### src/rtl/dma_burst_pkg.sv
package dma_burst_pkg;

  typedef enum logic [1:0] {
    PT_LOCAL0 = 2'd0,
    PT_LOCAL1 = 2'd1,
    PT_EXTMEM = 2'd2,
    PT_PERIPH = 2'd3
  } port_kind_e;

  localparam int unsigned GROUP_LEN = 4;

  function automatic logic [2:0] elem_bytes(input logic [1:0] code);
    case (code)
      2'd0:    elem_bytes = 3'd1;
      2'd1:    elem_bytes = 3'd2;
      default: elem_bytes = 3'd4;
    endcase
  endfunction

  function automatic logic port_native_burst(input port_kind_e kind, input logic ext_ok);
    case (kind)
      PT_LOCAL0, PT_LOCAL1: port_native_burst = 1'b1;
      PT_EXTMEM:            port_native_burst = ext_ok;
      default:              port_native_burst = 1'b0;
    endcase
  endfunction

endpackage

### src/rtl/dma_burst_fifo.sv
module dma_burst_fifo #(
  parameter int DW    = 32,
  parameter int DEPTH = 8,
  localparam int PW   = $clog2(DEPTH),
  localparam int CNTW = $clog2(DEPTH + 1)
) (
  input  logic            clk,
  input  logic            rst_n,
  input  logic            push,
  input  logic [DW-1:0]   din,
  input  logic            pop,
  output logic [DW-1:0]   dout,
  output logic [CNTW-1:0] count
);

  logic [DW-1:0]   mem [DEPTH];
  logic [PW-1:0]   wptr_q, wptr_d;
  logic [PW-1:0]   rptr_q, rptr_d;
  logic [CNTW-1:0] cnt_q,  cnt_d;
  logic            ptr_en;

  always_comb begin
    wptr_d = wptr_q;
    rptr_d = rptr_q;
    cnt_d  = cnt_q;
    if (push) wptr_d = wptr_q + PW'(1);
    if (pop)  rptr_d = rptr_q + PW'(1);
    case ({push, pop})
      2'b10:   cnt_d = cnt_q + CNTW'(1);
      2'b01:   cnt_d = cnt_q - CNTW'(1);
      default: cnt_d = cnt_q;
    endcase
  end

  assign ptr_en = push | pop;

  always_ff @(posedge clk or negedge rst_n) begin
    if (!rst_n) begin
      wptr_q <= '0;
      rptr_q <= '0;
      cnt_q  <= '0;
    end else if (ptr_en) begin
      wptr_q <= wptr_d;
      rptr_q <= rptr_d;
      cnt_q  <= cnt_d;
    end
  end

  always_ff @(posedge clk) begin
    if (push) mem[wptr_q] <= din;
  end

  assign dout  = mem[rptr_q];
  assign count = cnt_q;

endmodule

### src/rtl/dma_burst_side.sv
module dma_burst_side #(
  parameter int AW = 16,
  parameter int CW = 12
) (
  input  logic          clk,
  input  logic          rst_n,
  input  logic          load,
  input  logic [AW-1:0] load_addr,
  input  logic [CW-1:0] load_cnt,
  input  logic          load_grp_en,
  input  logic          load_native,
  input  logic [2:0]    step,
  input  logic          room,
  input  logic          ack,
  output logic          req,
  output logic [AW-1:0] addr,
  output logic          burst,
  output logic [2:0]    next_len,
  output logic          on_last
);

  logic [AW-1:0] addr_q,  addr_d;
  logic [CW-1:0] rem_q,   rem_d;
  logic [2:0]    beats_q, beats_d;
  logic          req_q,   req_d;
  logic          grp_q,   grp_d;
  logic          en_q,    en_d;
  logic          nat_q,   nat_d;
  logic          hs, begin_acc, upd;

  assign next_len  = (en_q && rem_q >= CW'(4)) ? 3'd4 : 3'd1;
  assign hs        = req_q & ack;
  assign begin_acc = ~req_q & (rem_q != '0) & room;
  assign upd       = load | hs | begin_acc;

  always_comb begin
    addr_d  = addr_q;
    rem_d   = rem_q;
    beats_d = beats_q;
    req_d   = req_q;
    grp_d   = grp_q;
    en_d    = en_q;
    nat_d   = nat_q;
    if (load) begin
      addr_d  = load_addr;
      rem_d   = load_cnt;
      beats_d = 3'd0;
      req_d   = 1'b0;
      grp_d   = 1'b0;
      en_d    = load_grp_en;
      nat_d   = load_native;
    end else if (hs) begin
      addr_d  = addr_q + AW'(step);
      rem_d   = rem_q - CW'(1);
      beats_d = beats_q - 3'd1;
      if (beats_q == 3'd1) req_d = 1'b0;
    end else if (begin_acc) begin
      req_d   = 1'b1;
      beats_d = next_len;
      grp_d   = (next_len == 3'd4);
    end
  end

  always_ff @(posedge clk or negedge rst_n) begin
    if (!rst_n) begin
      addr_q  <= '0;
      rem_q   <= '0;
      beats_q <= '0;
      req_q   <= 1'b0;
      grp_q   <= 1'b0;
      en_q    <= 1'b0;
      nat_q   <= 1'b0;
    end else if (upd) begin
      addr_q  <= addr_d;
      rem_q   <= rem_d;
      beats_q <= beats_d;
      req_q   <= req_d;
      grp_q   <= grp_d;
      en_q    <= en_d;
      nat_q   <= nat_d;
    end
  end

  assign req     = req_q;
  assign addr    = addr_q;
  assign burst   = req_q & grp_q & nat_q;
  assign on_last = (rem_q == CW'(1));

endmodule

### src/rtl/dma_burst_seq.sv
module dma_burst_seq
  import dma_burst_pkg::*;
#(
  parameter int AW    = 16,
  parameter int CW    = 12,
  parameter int DW    = 32,
  parameter int DEPTH = 8,
  localparam int CNTW = $clog2(DEPTH + 1)
) (
  input  logic          clk,
  input  logic          rst_n,
  input  logic          start,
  input  logic [1:0]    src_port,
  input  logic [1:0]    dst_port,
  input  logic [AW-1:0] src_addr,
  input  logic [AW-1:0] dst_addr,
  input  logic [1:0]    elem_size,
  input  logic [CW-1:0] elem_count,
  input  logic          idx_unit,
  input  logic          src_burst_want,
  input  logic          dst_burst_want,
  input  logic          ext_burst_ok,
  output logic          rd_req,
  output logic [AW-1:0] rd_addr,
  output logic          rd_burst,
  input  logic          rd_ack,
  input  logic [DW-1:0] rd_data,
  output logic          wr_req,
  output logic [AW-1:0] wr_addr,
  output logic          wr_burst,
  output logic [DW-1:0] wr_data,
  input  logic          wr_ack,
  output logic          frame_done
);

  port_kind_e      src_kind, dst_kind;
  logic            both_ext, load;
  logic            src_grp_ok, dst_grp_ok, src_nat, dst_nat;
  logic [2:0]      step_q, step_d;
  logic            run_q, run_d, done_q, done_d, ctl_en;
  logic [2:0]      src_len, dst_len;
  logic            src_room, dst_room, src_last, dst_last, dst_final;
  logic [CNTW-1:0] fifo_cnt, fifo_free;
  logic            push, pop;

  assign src_kind = port_kind_e'(src_port);
  assign dst_kind = port_kind_e'(dst_port);
  assign both_ext = (src_kind == PT_EXTMEM) && (dst_kind == PT_EXTMEM);
  assign load     = start & ~run_q & (elem_count != '0);

  assign src_grp_ok = src_burst_want & idx_unit & (src_addr[3:0] == 4'h0) & ~both_ext;
  assign dst_grp_ok = dst_burst_want & idx_unit & (dst_addr[3:0] == 4'h0) & ~both_ext;
  assign src_nat    = port_native_burst(src_kind, ext_burst_ok);
  assign dst_nat    = port_native_burst(dst_kind, ext_burst_ok);

  assign push      = rd_req & rd_ack;
  assign pop       = wr_req & wr_ack;
  assign fifo_free = CNTW'(DEPTH) - fifo_cnt;
  assign src_room  = fifo_free >= CNTW'(src_len);
  assign dst_room  = fifo_cnt  >= CNTW'(dst_len);
  assign dst_final = pop & dst_last;

  always_comb begin
    step_d = step_q;
    run_d  = run_q;
    done_d = dst_final;
    if (load) begin
      step_d = elem_bytes(elem_size);
      run_d  = 1'b1;
    end else if (dst_final) begin
      run_d  = 1'b0;
    end
  end

  assign ctl_en = load | dst_final | done_q;

  always_ff @(posedge clk or negedge rst_n) begin
    if (!rst_n) begin
      step_q <= 3'd1;
      run_q  <= 1'b0;
      done_q <= 1'b0;
    end else if (ctl_en) begin
      step_q <= step_d;
      run_q  <= run_d;
      done_q <= done_d;
    end
  end

  dma_burst_side #(.AW(AW), .CW(CW)) u_src (
    .clk(clk), .rst_n(rst_n), .load(load),
    .load_addr(src_addr), .load_cnt(elem_count),
    .load_grp_en(src_grp_ok), .load_native(src_nat),
    .step(step_q), .room(src_room), .ack(rd_ack),
    .req(rd_req), .addr(rd_addr), .burst(rd_burst),
    .next_len(src_len), .on_last(src_last)
  );

  dma_burst_side #(.AW(AW), .CW(CW)) u_dst (
    .clk(clk), .rst_n(rst_n), .load(load),
    .load_addr(dst_addr), .load_cnt(elem_count),
    .load_grp_en(dst_grp_ok), .load_native(dst_nat),
    .step(step_q), .room(dst_room), .ack(wr_ack),
    .req(wr_req), .addr(wr_addr), .burst(wr_burst),
    .next_len(dst_len), .on_last(dst_last)
  );

  dma_burst_fifo #(.DW(DW), .DEPTH(DEPTH)) u_fifo (
    .clk(clk), .rst_n(rst_n),
    .push(push), .din(rd_data),
    .pop(pop), .dout(wr_data),
    .count(fifo_cnt)
  );

  assign frame_done = done_q;

  logic unused_src_last;
  assign unused_src_last = src_last;

endmodule

### config.mk
export PLATFORM = sky130hd
export DESIGN_NAME = dma_burst_seq
export DESIGN_NICKNAME = d
export VERILOG_FILES = /design/src/rtl/dma_burst_pkg.sv /design/src/rtl/dma_burst_fifo.sv /design/src/rtl/dma_burst_side.sv /design/src/rtl/dma_burst_seq.sv
export SDC_FILE = /design/constraint.sdc
export NUM_CORES = 1
export LEC_CHECK = 0
export ABC_AREA = 1
export BUFFER_PORTS_ARGS = -buffer_cell sky130_fd_sc_hd__buf_2
export CAP_MARGIN = 0
export CORE_ASPECT_RATIO = 0.75
export CORE_MARGIN = 4
export CORE_UTILIZATION = 59
export CTS_CLUSTER_DIAMETER = 150
export CTS_CLUSTER_SIZE = 10
export DETAILED_ROUTE_END_ITERATION = 10
export PLACE_DENSITY = 0.8
export SLEW_MARGIN = 5
export SYNTH_ARGS = -nofsm -noshare
export SYNTH_HDL_FRONTEND = slang
export SYNTH_SLANG_ARGS = --single-unit
### constraint.sdc
create_clock -name clk -period 3.3 [get_ports clk]
set_input_delay 0.33 -clock clk [delete_from_list [all_inputs] [get_ports clk]]
set_output_delay 0.33 -clock clk [all_outputs]
set_load 0.01 [all_outputs]
==> results of run 1 <==
==> critical path: cells and delay by family, from the launching register on <==
family,cells,cell delay [ns]
AOI/OAI and AO/OA,1,0.29
and+or+nand+nor,3,0.28
buffers and inverters,3,0.65
DFF,1,0.49
==> per-layer routing <==
layer | part of all wire | up-vias
met1 | 0.46 | 5427
met2 | 0.46 | 444
met4 | 0.014 | 2
li1 | - | 5345
met5 | 0.00033 | -
met3 | 0.070 | 42
==> layout by cell type (no fill, tap or decap), drive strengths merged, types with 9 or more instances in the layout <==
cell,count
buf,180
nand3,81
xor2,23
xnor2,10
ha,25
dfrtp,84
o21ai,90
nor2,270
nand4,13
a21oi,9
o211ai,17
edfxtp,256
nand2,332
o32ai,64
inv,81
clkbuf,52
nor3,12
==> state kept, by name (all words and copies together) (netlist names) <==
signal,cells
u_dst.req,1
u_dst.beats_q,3
u_src.rem_q,12
u_dst.rem_q,12
u_src.beats_q,3
u_src.req,1
u_src.addr,16
u_fifo.rptr_q,3
u_dst.addr,16
u_src.grp_q,1
u_fifo.count,4
u_fifo.mem,256
u_dst.en_q,1
step_q,3
run_q,1
u_fifo.wptr_q,3
u_src.nat_q,1
frame_done,1
u_dst.nat_q,1
u_dst.grp_q,1
u_src.en_q,1
==> timing repair <==
action / in CTS / in global routing
hold buffers: 3 / 0
resized for setup: 0 / 0
hold endpoints to repair: 52 / 0
==> power by group through the flow <==
stage,Sequential (mW),Combinational [mW],Clock [mW]
after floorplan,6.03,4.08,0
after global placement,6.06,5.87,0
after detailed placement,6.09,6.06,0
after CTS,6.02,6.13,3.87
after global routing,6.12,6.84,4.07
final,6.03,6.11,3.81
==> area by class of cell <==
class | count | area share
multi-input combinational | 969 | 0.278
clock buffer | 52 | 0.0606
clock inverter | 3 | 0.00149
sequential | 341 | 0.558
tap | 338 | 0.0240
antenna | 3 | 0.000426
timing repair buffer | 183 | 0.0603
inverter | 80 | 0.0171
==> stage by stage <==
stage               cells   util
floorplan            1455      -
global placement     1908  0.654
detailed placement   1908  0.654
CTS                  1966  0.698
global route         1968  0.698
finish               1969  0.698
==> Yosys cell counts (all sizes together), types with 3 or more instances <==
| library cell | n | area, µm² |
|---|---|---|
| nand2 | 332 | 1280 |
| nor2 | 270 | 1010 |
| edfxtp | 256 | 7690 |
| o21ai | 90 | 450 |
| dfrtp | 84 | 2100 |
| nand3 | 81 | 405 |
| inv | 79 | 297 |
| o32ai | 64 | 561 |
| buf | 39 | 239 |
| clkbuf | 26 | 97.6 |
| ha | 25 | 313 |
| xor2 | 23 | 201 |
| o211ai | 17 | 128 |
| nand4 | 13 | 81.3 |
| nor3 | 12 | 60.1 |
| xnor2 | 10 | 87.6 |
| a21oi | 9 | 56.3 |
| nand3b | 4 | 30.0 |
| fa | 3 | 60.1 |
| or2 | 3 | 18.8 |
==> cell families (layout without fill, tap and decap cells) <==
group	count (synthesis)	count (layout)	synth area share
AOI/OAI and AO/OA	190	190	0.0830
xor gates and xnor gates	33	33	0.0189
adders and majority gates	28	28	0.0244
buffers and inverters	145	318	0.0416
DFF	341	341	0.642
other	0	3	0
and+or+nand+nor	718	718	0.190
==> worst paths after layout <==
kind / startpoint / endpoint / cells after the start
worst max register to register: step_q[0] / u_src.addr[12] / 11
min in group asynchronous: rst_n / u_src.addr[15] / 2
worst min-delay path: dst_addr[4] / u_dst.addr[4] / 3
worst min register to register: u_fifo.count[0] / u_fifo.count[0] / 1
worst max-delay path: u_fifo.rptr_q[0] / wr_data[6] / 7
max in group asynchronous: rst_n / u_dst.addr[14] / 3
==> reports/results.ini, run 1 <==
[outcome]
status=completed

[sta]
tightest_slew_ns=0.700
fmax_ghz=0.390
worst_slack_ns=0.738
hold_violations=0
hold_slack_ns=0.0289
maxSlewViolCount=0
finClkSkew_ns=0.0166
fin_crit_ns=2.56
maxSlewHeadroom=0.534
setup_viol=0
min_period_over_period=0.776
grt_setup_unrepaired=false
setup_tns_ns=0

[power]
p_int_mw=9.82
swShare=0.385
clockPowerShare=0.239
power_frac_seq=0.378
leakage_nw=7.07
switchingPower_mw=6.14
peakVddDrop_uv=605
combPwrFrac=0.383
p_total_mw=16.0
power_density_nw_per_um2=906

[placement]
hpwl_um=22200
post-place-ws_ns=0.953
port-buffer-count=159
dpl_cell_area_um2=16500
gp_congestion=0.863

[layout]
fin_nets=1734
fillerInstances=1842
multi_input_area_um2=4900
drive_above_1_share=0.155
area_delta_synth_final_pct=15.2
seq_area_um2=9820
fin_area_um2=17600

[die]
core.rowCount=50
core_area_um2=25200
ios=160
die_y_um=147
die_area_um2=28600
die_w_um=194
start_util=0.607

[route]
drt-wirelength-per-cell_um=18.4
totalWireLength_um=36200
drc=0
ant_nets=0
firstDrtPassIters=5
via_per_inst=5.72
num_vias=11260
drt_iter0_markers=983

[logic_synthesis]
async_reset_ff_frac=0.249
synth_nets=1574
synth_cell_types=41
syn_inst=1455
ys_ff_latch=341
yosysSeqAreaShare=0.642
synth_area_um2=15300
syn_area_per_cell_um2=10.5
ys.warnings.count=0
synth_ff_type=edfxtp_1
synth_edf_count=256

[grt]
grt_pass1_wl_um=58600
use_met2=0.389
grt_pass1_vias=11118
grt_overflow_total=0
grt_use_met1=0.384
antenna_found_initial=3
grt_use_met3=0.0365
top_usage_layer=met2
grt_use_total=0.251
grt_max_degree=131

[setup_path]
criticalPathCategory=reg2out
crit_path_frequent_cell=nand2_1
critPathCaptureType=primary output
timing.reg2reg.setup_slack_ns=0.93
crit_path_top_delay_cell=dfrtp_4
path_cells=clkinv_2 > buf_12 > nor2_1 > o32ai_1 > nand2_1 > nand2_1 > buf_2
cp-start-kind=flip-flop
crit_fanout=48
critPathMaxStageDelay_ns=0.49
critPathArrivalTime_ns=2.23
critPathRequiredTime_ns=2.97

[clock_tree]
clockBufferDepth=3
cts_setup_buffers=0
cts_sinks=341
clk_root_buffer_cell=clkbuf_16
htreeDepth=2
clk_pin_slew_ns=0.06
clk_latency_ns=0.51
numCtsBuffers=40
cts_tree=yes

[hold_path]
hold_path.class=in2reg

[flow_run]
maxCapViolations=0

(Power assumes the default switching activity.)
==> inputs of run 2 (changes only) <==
CORE_UTILIZATION = 53   (was 59)
PLACE_DENSITY = 0.76   (was 0.8)
clock period = 2.23 ns   (was 3.3 ns; I/O delays follow)
==> reports/results.ini, run 2 (synthesis results as in run 1) <==
[sta]
hold_violations=0  ; unchanged
fmax_ghz=0.413
maxSlewHeadroom=0.614  ; was 0.534
min_period_over_period=1.09
tightest_slew_ns=0.578  ; was 0.700 ns
maxSlewViolCount=0  ; unchanged
setup_viol=30  ; was 0
fin_crit_ns=2.42
hold_slack_ns=0.0296  ; was 0.0289 ns
grt_setup_unrepaired=true  ; was false
setup_tns_ns=-1.86  ; was 0 ns
finClkSkew_ns=0.0229  ; was 0.0166 ns
worst_slack_ns=-0.191  ; was 0.738 ns

[layout]
multi_input_area_um2=5410  ; was 4900 µm²
num_antenna_cells=0  ; was 3
fillerInstances=1970  ; was 1842
fin_nets=1868  ; was 1734
drive_above_1_share=0.229  ; was 0.155
largest_register_ffs=256  ; unchanged
final_cells=2155  ; was 1969
layout_common_cells=314 x nand2_1, 256 x edfxtp_1, 232 x nor2_1, 149 x buf_2, 82 x dfrtp_1  ; was 325 x nand2_1, 262 x nor2_1, 256 x edfxtp_1, 158 x buf_2, 84 x o21ai_0
area_delta_synth_final_pct=30.5  ; was 15.2%
seq_area_um2=9820  ; unchanged
regMostFlops=u_fifo.mem  ; unchanged
final_common_cell=nand2_1  ; unchanged

[grt]
antenna_found_initial=0  ; was 3
grt_overflow_total=0  ; unchanged
grt_pass1_wl_um=64900  ; was 58600 µm
grt_pass1_vias=12075  ; was 11118
grt_use_total=0.258  ; was 0.251
grt_max_degree=69  ; was 131

[outcome]
status=finished, violations left  ; was completed
violations=negative setup slack

[clock_tree]
cts_tree=yes  ; unchanged
clk_root_buffer_cell=clkbuf_16  ; unchanged
htreeDepth=2  ; unchanged
clk_latency_ns=0.54  ; was 0.51 ns
cts_sinks=341  ; unchanged
clk_pin_slew_ns=0.05  ; was 0.06 ns
numCtsBuffers=40  ; unchanged
clockBufferDepth=3  ; unchanged

[hold_path]
min_to=u_src.rem_q[10]  ; was u_dst.addr[4]
hold_path.class=in2reg  ; unchanged
holdPathStages=3  ; unchanged
hp-start=elem_count[10]  ; was dst_addr[4]

[route]
num_vias=12433  ; was 11260
drt-wirelength-per-cell_um=20.6  ; was 18.4 µm
via_per_inst=5.77  ; was 5.72
drt_iter0_markers=1208  ; was 983
totalWireLength_um=44400  ; was 36200 µm
ant_nets=0  ; unchanged
drc=0  ; unchanged
firstDrtPassIters=7  ; was 5

[setup_path]
r2r_end=u_dst.addr[8]  ; was u_src.addr[12]
criticalPathCategory=reg2out  ; unchanged
critPathCaptureType=primary output  ; unchanged
critPathRequiredTime_ns=2.01  ; was 2.97 ns
r2r_cells=10  ; was 11
r2r-start=step_q[0]  ; unchanged
timing.reg2reg.setup_slack_ns=0.11  ; was 0.93 ns
crit_fanout=17  ; was 48
critPathArrivalTime_ns=2.20  ; was 2.23 ns
cp-start-kind=flip-flop  ; unchanged

[flow_run]
maxCapViolations=0  ; unchanged

[die]
start_util=0.541  ; was 0.607
die_y_um=155  ; was 147 µm
ios=160  ; unchanged
core.rowCount=53  ; was 50
die_area_um2=31700  ; was 28600 µm²
core_area_um2=28200  ; was 25200 µm²
die_w_um=204  ; was 194 µm

[power]
power_density_nw_per_um2=1370  ; was 906 nW/µm²
p_total_mw=27.3  ; was 16.0 mW
leakage_nw=8.01  ; was 7.07 nW
peakVddDrop_uv=855  ; was 605 µV

[placement]
dp.cells=1984  ; was 1908
hpwl_um=23400  ; was 22200 µm
port-buffer-count=159  ; unchanged
post-place-ws_ns=0.0258  ; was 0.953 ns
gp_congestion=0.885  ; was 0.863

## run 2: changes by cell type in the layout (fill, tap and decap cells not counted), moves of 11 or more
cell / change
o32ai_2: +40
nor2_1: -30
o21ai_2: +11
nand2_1: -11
nand2_2: +11
buf_4: +30
o21ai_1: +35
buf_16: +12
o32ai_1: -40
dlygate4sd3_1: +73
o21ai_0: -46
nor2_2: +20
## run 2: metrics by stage
stage	utilization	area, µm²
floorplan	-	15300
global placement	0.595	16800
detailed placement	0.595	16800
CTS	0.677	19100
global route	0.706	20000
finish	0.706	20000
## run 2: where the power goes
part           switching, mW  internal [mW]
Combinational           7.29           5.25
Sequential             0.959           8.04
Clock                   2.49           3.31
## run 2: final cells by class
class | instances | area share
clock buffers | 60 | 0.0539
clock inverters | 3 | 0.00169
inverters | 80 | 0.0157
multi-input cells | 969 | 0.271
flip-flops and latches | 341 | 0.492
well taps | 385 | 0.0241
repair buffers | 317 | 0.141
## run 2: layer usage
layer	GRT usage	up-vias	wire length [µm]
met4	0.0886	0	1190
met5	0	-	0
met2	0.404	630	20900
li1	-	5631	-
met1	0.375	6068	18800
met3	0.0367	104	3530
## run 2: how the worst max path moves through the flow
stage / cells past startpoint / startpoint / to
3_5_place_dp: 12 / step_q[0] / u_src.addr[12]
2_1_floorplan: 3 / u_src.req / u_fifo.mem[0][0]
4_1_cts: 6 / u_fifo.rptr_q[0] / wr_data[29]
3_3_place_gp: 12 / step_q[0] / u_src.addr[12]
6_report: 7 / u_fifo.rptr_q[0] / wr_data[7]
5_1_grt: 7 / u_fifo.rptr_q[0] / wr_data[7]
## run 2: timing repair
action / in CTS / in global routing
endpoints found under the hold margin: 341 / 0
pin swaps: 11 / 45
setup endpoints to repair: 32 / 47
setup buffers: 5 / 7
hold buffers: 76 / 0
gates resized for setup: 43 / 138
cloned: 8 / 12
## run 2: worst max-delay path, stage by stage (launching register included)
cell and delay, ns:
dfrtp_4 0.55, buf_4 0.20, clkbuf_16 0.19, o21ai_0 0.28, o32ai_1 0.14, nand2_1 0.10
nand2_1 0.06, buf_2 0.13
==> inputs of run 3 (changes only) <==
--- a/config.mk
+++ b/config.mk
@@ -8,3 +8,3 @@
 export ABC_AREA = 1
-export BUFFER_PORTS_ARGS = -buffer_cell sky130_fd_sc_hd__buf_2
+export BUFFER_PORTS_ARGS = -buffer_cell sky130_fd_sc_hd__buf_4
 export CAP_MARGIN = 0
@@ -12,3 +12,3 @@
 export CORE_MARGIN = 4
-export CORE_UTILIZATION = 53
+export CORE_UTILIZATION = 59
 export CTS_CLUSTER_DIAMETER = 150
@@ -16,3 +16,3 @@
 export DETAILED_ROUTE_END_ITERATION = 10
-export PLACE_DENSITY = 0.76
+export PLACE_DENSITY = 0.8
 export SLEW_MARGIN = 5
==> constraint.sdc (replaced) <==
create_clock -name clk -period 2.7 [get_ports clk]
set_input_delay 0.27 -clock clk [delete_from_list [all_inputs] [get_ports clk]]
set_output_delay 0.27 -clock clk [all_outputs]
set_load 0.02 [all_outputs]
==> reports/results.ini, run 3 (synthesis results as in run 1) <==
[setup_path]
critPathRequiredTime_ns=2.43  ; was 2.01 ns
criticalPathCategory=reg2out  ; unchanged
cp-start-kind=flip-flop  ; unchanged
r2r_cells=11  ; was 10
r2r_end=u_src.addr[12]  ; was u_dst.addr[8]
r2r-start=step_q[0]  ; unchanged
crit_fanout=129  ; was 17
setup.worst_path.start=u_fifo.rptr_q[0]  ; unchanged
crit_end=wr_data[16]  ; was wr_data[7]
critPathArrivalTime_ns=2.32  ; was 2.20 ns
critPathCaptureType=primary output  ; unchanged
timing.reg2reg.setup_slack_ns=0.29  ; was 0.11 ns

[layout]
multi_input_area_um2=4900  ; was 5410 µm²
seq_area_um2=9820  ; unchanged
fin_area_um2=18700  ; was 20000 µm²
largest_register_ffs=256  ; unchanged
num_antenna_cells=0  ; unchanged
drive_above_1_share=0.151  ; was 0.229
area_delta_synth_final_pct=22.4  ; was 30.5%
final_common_cell=nand2_1  ; unchanged
postLayoutCoreUtil=0.742  ; was 0.706
fillerInstances=1718  ; was 1970
regMostFlops=u_fifo.mem  ; unchanged
layout_common_cells=325 x nand2_1, 262 x nor2_1, 256 x edfxtp_1, 171 x buf_4, 84 x o21ai_0  ; was 314 x nand2_1, 256 x edfxtp_1, 232 x nor2_1, 149 x buf_2, 82 x dfrtp_1
fin_nets=1799  ; was 1868

[grt]
grt_use_met1=0.374  ; was 0.375
grt_max_degree=130  ; was 69
grt_use_total=0.257  ; was 0.258
top_usage_layer=met2  ; unchanged
grt_pass1_wl_um=60200  ; was 64900 µm
grt_use_met3=0.0394  ; was 0.0367
antenna_found_initial=0  ; unchanged
grt_pass1_vias=11482  ; was 12075
use_met2=0.412  ; was 0.404
grt_overflow_total=0  ; unchanged

[hold_path]
hold_path.class=in2reg  ; unchanged
holdPathStages=3  ; unchanged

[sta]
maxSlewViolCount=0  ; unchanged
finClkSkew_ns=0.0175  ; was 0.0229 ns
setup_viol=0  ; was 30
tightest_slew_ns=0.671  ; was 0.578 ns
min_period_over_period=0.960
setup_tns_ns=0  ; was -1.86 ns
fin_crit_ns=2.59
grt_setup_unrepaired=false  ; was true
fmax_ghz=0.386
hold_violations=0  ; unchanged
maxSlewHeadroom=0.552  ; was 0.614

[route]
drc=0  ; unchanged
totalWireLength_um=37300  ; was 44400 µm
num_vias=11547  ; was 12433
drt-wirelength-per-cell_um=18.4  ; was 20.6 µm
ant_nets=0  ; unchanged
via_per_inst=5.69  ; was 5.77
drt_iter0_markers=981  ; was 1208
firstDrtPassIters=6  ; was 7

[placement]
dpl_cell_area_um2=17000  ; was 16800 µm²
port-buffer-count=159  ; unchanged
gp_congestion=0.867  ; was 0.885
hpwl_um=22200  ; was 23400 µm

[die]
die_area_um2=28600  ; was 31700 µm²
ios=160  ; unchanged
die_w_um=194  ; was 204 µm
die_y_um=147  ; was 155 µm
core.rowCount=50  ; was 53
core_area_um2=25200  ; was 28200 µm²
start_util=0.607  ; was 0.541

[power]
peakVddDrop_uv=993  ; was 855 µV
p_total_mw=20.6  ; was 27.3 mW
power_density_nw_per_um2=1100  ; was 1370 nW/µm²
leakage_nw=7.48  ; was 8.01 nW

[outcome]
status=completed  ; was finished, violations left

[clock_tree]
cts_sinks=341  ; unchanged
clk_latency_ns=0.52  ; was 0.54 ns
cts_tree=yes  ; unchanged
clk_pin_slew_ns=0.06  ; was 0.05 ns
clk_root_buffer_cell=clkbuf_16  ; unchanged
htreeDepth=2  ; unchanged
numCtsBuffers=40  ; unchanged
clockBufferDepth=3  ; unchanged

[flow_run]
maxCapViolations=0  ; unchanged

-- run 3: changes by cell type in the layout (fill, tap and decap cells not counted), moves of 30 or more --
cell / before / now
buf_2: 149 / 0
buf_4: 46 / 171
o21ai_0: 38 / 84
o32ai_1: 24 / 64
o32ai_2: 40 / 0
o21ai_1: 41 / 6
nor2_1: 232 / 262
-- run 3: metrics by stage --
| step | setup slack [ns] | hold WS (ns) | instances |
|---|---|---|---|
| 2_1_floorplan | -0.176 | -0.0256 | 1455 |
| 3_3_place_gp | 0.391 | 0.340 | 1912 |
| 3_5_place_dp | 0.323 | 0.348 | 1912 |
| 4_1_cts | 0.0695 | 0.000780 | 2029 |
| 5_1_grt | 0.0176 | 0.0100 | 2029 |
| 6_report | 0.109 | 0.0150 | 2029 |
-- run 3: worst min-delay path by stage --
stage	slack, ns	startpoint	endpoint
2_1_floorplan	-0.03	rst_n	frame_done
3_3_place_gp	0.34	rst_n	u_src.addr[13]
3_5_place_dp	0.35	rst_n	u_src.addr[5]
4_1_cts	0.0008	dst_addr[1]	u_dst.addr[1]
5_1_grt	0.01	dst_addr[1]	u_dst.addr[1]
6_report	0.01	src_addr[1]	u_src.addr[1]
-- run 3: cell type report --
cell class                 count  share of cell area
sequential                   341               0.525
tap                          338              0.0226
inverter                      80              0.0163
clock inverter                 3             0.00181
timing repair buffer         248               0.117
clock buffer                  50              0.0555
multi-input combinational    969               0.262
-- run 3: per-layer routing --
metal	vias to the layer above	wire length, µm	share of wire
li1	5474	-	-
met1	5594	16200	0.44
met2	423	17800	0.48
met3	56	2610	0.070
met4	0	610	0.016
met5	-	0	0
-- run 3: timing repair --
item	in CTS	in global routing
hold endpoints to repair	329	0
endpoints found under the setup margin	0	8
resized for setup	0	3
hold buffers	64	0
buffers inserted	0	0
-- run 3: where the power goes --
part / internal, mW / switching [mW]
logic: 3.16 / 5.45
clock network: 2.68 / 1.94
registers: 6.64 / 0.760
-- run 3: worst max-delay path, cell delays in order (launching register included) --
cell     delay (ns)
dfrtp_4        0.45
buf_12         0.42
nor2_1         0.12
o32ai_1        0.34
nand2_1        0.13
nand2_1        0.11
buf_4          0.14
